[config.mk]
export PLATFORM = sky130hd
export DESIGN_NAME = majority7Decomp
export DESIGN_NICKNAME = d
export VERILOG_FILES = /design/src/rtl/majPkg.sv /design/src/rtl/majCounter4.sv /design/src/rtl/majThreshold.sv /design/src/rtl/majOutStage.sv /design/src/rtl/majority7Decomp.sv
export SDC_FILE = /design/constraint.sdc
export NUM_CORES = 1
export LEC_CHECK = 0
export ABC_AREA = 1
export BUFFER_PORTS_ARGS = -buffer_cell sky130_fd_sc_hd__buf_2
export CORE_AREA = 2 2 39 41
export CTS_CLUSTER_DIAMETER = 80
export DETAILED_ROUTE_END_ITERATION = 6
export DIE_AREA = 0 0 41 43
export PLACE_DENSITY_LB_ADDON = 0.3
export SETUP_SLACK_MARGIN = 0.5
export SLEW_MARGIN = 20
export SYNTH_ARGS = -nofsm -noshare
export SYNTH_HDL_FRONTEND = slang
export SYNTH_HIERARCHICAL = 1
export SYNTH_SLANG_ARGS = --single-unit
export TNS_END_PERCENT = 10
[constraint.sdc]
create_clock -name clk -period 0.9 [get_ports clk]
set_clock_uncertainty 0.05 [all_clocks]
set_input_delay 0.045 -clock clk [delete_from_list [all_inputs] [get_ports clk]]
set_output_delay 0.045 -clock clk [all_outputs]
set_load 0.005 [all_outputs]
[src/rtl/majPkg.sv]
package majPkg;
  localparam int LOW_W  = 4;
  localparam int HIGH_W = 3;
  localparam int ALL_W  = LOW_W + HIGH_W;
  localparam int CNT_W  = $clog2(LOW_W + 1);
  localparam int THRESH = (ALL_W + 1) / 2;

  typedef struct packed {
    logic weight4;
    logic weight2;
    logic weight1;
  } lowCount_t;
endpackage

[src/rtl/majCounter4.sv]
module majCounter4
  import majPkg::*;
(
  input  logic [LOW_W-1:0] lowBits,
  output lowCount_t        lowCount
);
  logic parityTerm;
  logic pairTerm;
  logic tripleTerm;
  logic allTerm;

  always_comb begin
    pairTerm   = 1'b0;
    tripleTerm = 1'b0;
    for (int i = 0; i < LOW_W; i++) begin
      for (int j = i + 1; j < LOW_W; j++) begin
        pairTerm = pairTerm ^ (lowBits[i] & lowBits[j]);
        for (int k = j + 1; k < LOW_W; k++) begin
          tripleTerm = tripleTerm ^ (lowBits[i] & lowBits[j] & lowBits[k]);
        end
      end
    end
  end

  assign parityTerm = ^lowBits;
  assign allTerm    = &lowBits;

  assign lowCount.weight4 = allTerm;
  assign lowCount.weight2 = pairTerm;
  assign lowCount.weight1 = parityTerm;

  always_comb begin
    a_r4_triple_product: assert (tripleTerm == (parityTerm & pairTerm));
    a_r2_count_value: assert ({allTerm, pairTerm, parityTerm} == CNT_W'($countones(lowBits)));
  end
endmodule

[src/rtl/majThreshold.sv]
module majThreshold
  import majPkg::*;
#(
  parameter bit USE_ADDER = 1'b0
) (
  input  lowCount_t         lowCount,
  input  logic [HIGH_W-1:0] highBits,
  output logic              majority
);
  generate
    if (USE_ADDER) begin : g_adder
      localparam int SUM_W = $clog2(ALL_W + 1);
      logic [SUM_W-1:0] highPop;
      logic [SUM_W-1:0] total;
      always_comb begin
        highPop = '0;
        for (int b = 0; b < HIGH_W; b++) begin
          highPop = highPop + SUM_W'(highBits[b]);
        end
        total    = SUM_W'(lowCount) + highPop;
        majority = (total >= SUM_W'(THRESH));
      end
    end else begin : g_reduced
      logic anyHigh;
      logic twoHigh;
      logic allHigh;
      assign anyHigh = |highBits;
      assign twoHigh = (highBits[0] & highBits[1]) | (highBits[0] & highBits[2])
                     | (highBits[1] & highBits[2]);
      assign allHigh = &highBits;
      assign majority = lowCount.weight4
                      | (lowCount.weight2 &  lowCount.weight1 & anyHigh)
                      | (lowCount.weight2 & ~lowCount.weight1 & twoHigh)
                      | (~lowCount.weight2 & lowCount.weight1 & allHigh);
    end
  endgenerate

  always_comb begin
    a_r1_threshold: assert (majority ==
      ((int'(lowCount) + $countones(highBits)) >= THRESH));
  end
endmodule

[src/rtl/majOutStage.sv]
module majOutStage
  import majPkg::*;
#(
  parameter bit OUT_REG = 1'b1
) (
  input  logic       clk,
  input  logic       rstN,
  input  lowCount_t  countIn,
  input  logic       majIn,
  output lowCount_t  countQ,
  output logic       majQ
);
  generate
    if (OUT_REG) begin : g_reg
      always_ff @(posedge clk or negedge rstN) begin
        if (!rstN) begin
          countQ <= '0;
          majQ   <= 1'b0;
        end else begin
          countQ <= countIn;
          majQ   <= majIn;
        end
      end

      a_r6_one_cycle: assert property (@(posedge clk) disable iff (!rstN)
        1'b1 |=> (majQ == $past(majIn)) && (countQ == $past(countIn)));

      always_comb begin
        if (!rstN) begin
          a_r7_reset_clear: assert (countQ == '0 && majQ == 1'b0);
        end
      end
    end else begin : g_comb
      assign countQ = countIn;
      assign majQ   = majIn;
    end
  endgenerate
endmodule

[src/rtl/majority7Decomp.sv]
module majority7Decomp
  import majPkg::*;
#(
  parameter bit OUT_REG   = 1'b1,
  parameter bit USE_ADDER = 1'b0
) (
  input  logic             clk,
  input  logic             rstN,
  input  logic [ALL_W-1:0] dataIn,
  output logic [CNT_W-1:0] countOut,
  output logic             majOut
);
  lowCount_t lowCount;
  lowCount_t countQ;
  logic      majNext;

  majCounter4 u_counter (
    .lowBits  (dataIn[LOW_W-1:0]),
    .lowCount (lowCount)
  );

  majThreshold #(.USE_ADDER(USE_ADDER)) u_threshold (
    .lowCount (lowCount),
    .highBits (dataIn[ALL_W-1:LOW_W]),
    .majority (majNext)
  );

  majOutStage #(.OUT_REG(OUT_REG)) u_outStage (
    .clk     (clk),
    .rstN    (rstN),
    .countIn (lowCount),
    .majIn   (majNext),
    .countQ  (countQ),
    .majQ    (majOut)
  );

  assign countOut = countQ;
endmodule

## Word level (Yosys, flattened, before mapping)

Cells that the tools add are included.

| storage, ports and cells | value |
|---|---|
| register bits after elaboration | 4 |
| logic and storage cells | 35 |
| output and inout port bits | 4 |

| cells by class | value |
|---|---|
| bitwise operators | 27 |
| reduce and logical (&&, ||, !) cells | 4 |

Operators by type and width:

| kind | number |
|---|---|
| AND 1 bit | 15 |
| OR 1 bit | 5 |
| XOR 1 bit | 5 |
| AND reduction 4 bit | 1 |
| parity 4 bit | 1 |
| AND reduction 3 bit | 1 |
| OR reduction 3 bit | 1 |
| inverter 1 bit | 2 |

## Depth between registers and ports, before layout

| logic depth | value |
|---|---|
| depth in word-level cells | 11 |
| gate-level depth with buffers | 14 |
| mapped depth without buffers | 13 |

## By module

The synthesis kept the hierarchy.

Modules (own cells, without submodules):

| module | seq. area each (um^2) | area an instance (um^2) | cells an instance | instances |
|---|---|---|---|---|
| majCounter4 | 0.0 | 160.2 | 28 | 1 |
| majOutStage | 100.1 | 100.1 | 4 | 1 |
| majThreshold | 0.0 | 36.3 | 9 | 1 |

## Least setup slack after synthesis

Ideal clock, no wire load.

| timing | value |
|---|---|
| path kind | input port to flip-flop |
| start point | input dataIn[0] |
| end point | register u_outStage.majQ |
| data required time | 0.734 ns |
| buffers on the path | 1 |
| setup time | 0.116 ns |
| setup slack | -0.270 ns |
| data arrival time | 1.003 ns |
| cell stages on the path | 14 |
| cells stage by stage | ha_1 nand2_1 inv_2 nor2_2 nand3_2 nand2_1 nand2_1 nand2_1 inv_1 buf_4 o21ai_1 nand2_1 nand2_1 nand2_1 |

| between the ends | value |
|---|---|
| elaborated cells on any way between the ends | 21 |
| those cells by class | bitwise: 19; reduce/logical: 2 |

RTL lines:

| item | RTL line | RTL |
|---|---|---|
| start: declaration | majority7Decomp.sv:9 | `input logic [ALL_W-1:0] dataIn,` |
| AND reduction 4 bit | majCounter4.sv:26 | `assign allTerm = &lowBits;` |
| via u_counter.allTerm | majCounter4.sv:10 | `logic allTerm;` |
| OR 1 bit | majThreshold.sv:32 | `\| (lowCount.weight2 & lowCount.weight1 & anyHigh)` |
| OR 1 bit | majThreshold.sv:33 | `\| (lowCount.weight2 & ~lowCount.weight1 & twoHigh)` |
| OR 1 bit | majThreshold.sv:34 | `\| (~lowCount.weight2 & lowCount.weight1 & allHigh);` |
| via majNext | majority7Decomp.sv:15 | `logic majNext;` |
| end signal: assignment | majOutStage.sv:21 | `majQ <= majIn;` |
| end: declaration | majOutStage.sv:11 | `output logic majQ` |

The timed path passes the listed nets, and every way through them passes these cells.

==> summary.md <==
| Metric | Value |
|---|---|
| Initial drt markers | 1 |
| Worst slew pin tran | 0.1635 ns |
| Number of global-route vias before repair | 270 |
| Number of antenna violations at the first check in global routing | 0 |
| Mean Syn Cell Area | 7.233 um2 |
| RSZ-0062 raised after global routing | true |
| CTS tree | yes |
| Crit path DAT | 1.03 ns |
| Pin count of the biggest net entering global routing | 5 |
| Layout Cells excl Fill | 78 |
| Layout cell share with drive strength beyond 1 | 0.5645 |
| Mapped Area | 296.5 um2 |
| DR pass1 iterations | 2 |
| Area leader, netlist | dfrtp_1 |
| Std-Cell Rows | 14 |
| Die W | 41 um |
| Die area | 0.001763 mm2 |
| Switching power share of the total | 0.2776 |
| Post-route ant nets | 0 |
| Met3 Usage GRT | 0.01571 |
| LEAKAGE | 0.2862 nW |
| Critical Path Fanout Max | 3 |
| Pwr/cell area | 1316 mW/mm2 |
| Run status | finished with violations |
| Root buffer cell | clkbuf_4 |
| Final hold vios | 0 |
| Placed cell count | 73 |
| Cell variety after synth | 14 |
| Vias per cell | 4.115 |
| Wire length per cell | 7.179 um |
| Hold WC Path Type | primary input to flip-flop |
| Worst relative slew slack | 0.8908 |
| Setup CP Type | primary input to flip-flop |
| Hold_ws | 0.07763 ns |
| Height of the die | 43 um |
| Worst Setup Start Kind | primary input |
| Vias | 321 |
| Cell Int Power | 0.0005101 W |
| Total power draw | 0.0007062 W |
| Synthesis-to-finish area growth | 81.01% |
| Comb pwr share | 0.379 |
| Total net switching power | 0.0001960 W |
| H-tree levels | 1 |
| First-pass GRT wire length | 862 um |
| Final setup violation count | 1 |
| Max VDD drop | 0.3806 mV |
| IO buf count | 12 |
| Syn_nets | 52 |
| Final setup margin | -0.05666 ns |
| GPL Wtd Cong | 0.7119 |
| GRT Util Overall | 0.08032 |
| Diodes inserted | 0 |
| Data required, critical path | 0.98 ns |
| Initial core utilization | 0.2143 |
| Highest-count cells in the layout ignoring fill and taps | 14 x nand2_1, 8 x buf_2, 6 x buf_4 |
| Post-Place Setup Slack | -0.3660 ns |
| Power share of the sequential group | 0.299 |
| Post-synth top area share | 0.3376 |
| Top cells by area, synth | dfrtp_1 34%, nand2_1 19%, ha_1 8.4%, buf_4 7.6%, inv_1 6.3% |
| Maximum root-to-sink buffer count | 2 |
| Tcrit/Tclk final | 1.063 |
| Number of top-level pins | 13 |
| CP endpoint kind | flip-flop |
| Clock sinks | 4 |
| Failing checks | setup timing |
| GR Layer Usage met2 | 0.1313 |
| Clock power share | 0.322 |
| Detailed Place HPWL | 462.9 um |
| Core Area | 0.001384 mm2 |
| DRC Markers | 0 |
| Final Critical Period | 0.9567 ns |
| Final net count | 75 |
| Synth Warn # | 6 |
| CTS Buf Count | 3 |
| Sequential area share after synthesis | 0.3376 |
| Final setup TNS | -0.05666 ns |
| Worst-path clk slew | 0.03 ns |
| #FFs+latches synth | 4 |
| Cells after Synth | 41 |
| Most common cell after layout, fill and taps aside | nand2_1 |
| Max-slew violation count | 0 |
| Grt ovf | 0 |
| Max Cap Viol | 0 |
| F_max | 1045 MHz |
| GRT busiest layer | met2 |
| Met1 usage | 0.05466 |
| Total routed wirelength | 560 um |
[worst paths after layout]
path,from,end,cells after the start
worst max-delay path,dataIn[2],u_outStage/majQ$_DFF_PN0_,12
worst min-delay path,dataIn[6],u_outStage/majQ$_DFF_PN0_,5
max in group asynchronous,rstN,u_outStage/countQ[2]$_DFF_PN0_,2
min in group asynchronous,rstN,u_outStage/countQ[0]$_DFF_PN0_,2
[power by group through the flow]
stage	combinational, W	sequential (W)	clock (W)
5_1_grt	0.000297	0.000215	0.000249
3_5_place_dp	0.000209	0.000214	0
4_1_cts	0.000237	0.000212	0.000234
3_3_place_gp	0.000206	0.000213	0
2_1_floorplan	0.000124	0.000220	0
6_report	0.000268	0.000211	0.000227
[timing repair]
action | CTS | global route
gates resized for setup | 7 | 6
hold endpoints to repair | 4 | 0
pin swaps | 12 | 2
setup buffers | 1 | 0
endpoints found under the setup margin | 8 | 8
hold buffers | 1 | 0
[per-layer routing]
| metal | vias up | wire (um) |
|---|---|---|
| met3 | 4 | 58 |
| met1 | 140 | 182 |
| met4 | 0 | 27 |
| met2 | 13 | 292 |
| li1 | 164 | - |
| met5 | - | 0 |
[kinds of logic (layout without fill, tap and decap cells)]
| kind of cell | count (synthesis) | in the layout | synth area share |
|---|---|---|---|
| adder cells (fa/ha/maj) | 2 | 2 | 0.08437 |
| AND/OR/NAND/NOR | 22 | 22 | 0.3333 |
| buffers and inverters | 9 | 30 | 0.1519 |
| XOR/XNOR | 2 | 2 | 0.05908 |
| AO/OA/AOI/OAI | 2 | 2 | 0.03376 |
| flip-flops | 4 | 4 | 0.3376 |
[registers in the layout, summed over array words and instances, names as in the netlist]
| name | flops |
|---|---|
| u_outStage/countQ | 3 |
| u_outStage/majQ | 1 |
[final cells by class]
cell class / instances / area, um2
Tap cell: 16 / 20.02
Fill cell: 142 / 847.1
Inverter: 6 / 22.52
Multi-Input combinational cell: 28 / 201.4
Clock buffer: 3 / 22.52
Sequential cell: 4 / 100.1
Timing Repair Buffer: 21 / 170.2
[through the flow]
stage                     instance area, um2  utilization
final                                  536.8       0.3879
after global routing                   536.8       0.3879
after CTS                              510.5       0.3689
after detailed placement               434.2       0.3137
after global placement                 434.2       0.3137
after floorplan                        327.8            -
[Yosys cell counts]
library cell  number
nand2_1           15
inv_1              5
dfrtp_1            4
buf_4              3
ha_1               2
nand2_2            2
nand3_1            2
o21ai_1            2
inv_2              1
nand3_2            1
nor2_1             1
nor2_2             1
xnor2_1            1
xor2_1             1
[worst max-delay path, stage by stage]
cell and delay, ns:
buf_8 0.10, ha_4 0.16, xnor2_1 0.17, nand2_1 0.09, nand2_1 0.07, nand2_1 0.05
nand2_1 0.07, inv_2 0.05, o21ai_1 0.07, nand2_1 0.07, nand2_1 0.05, nand2_1 0.04
Note: power is estimated with default switching activity, not from simulation.
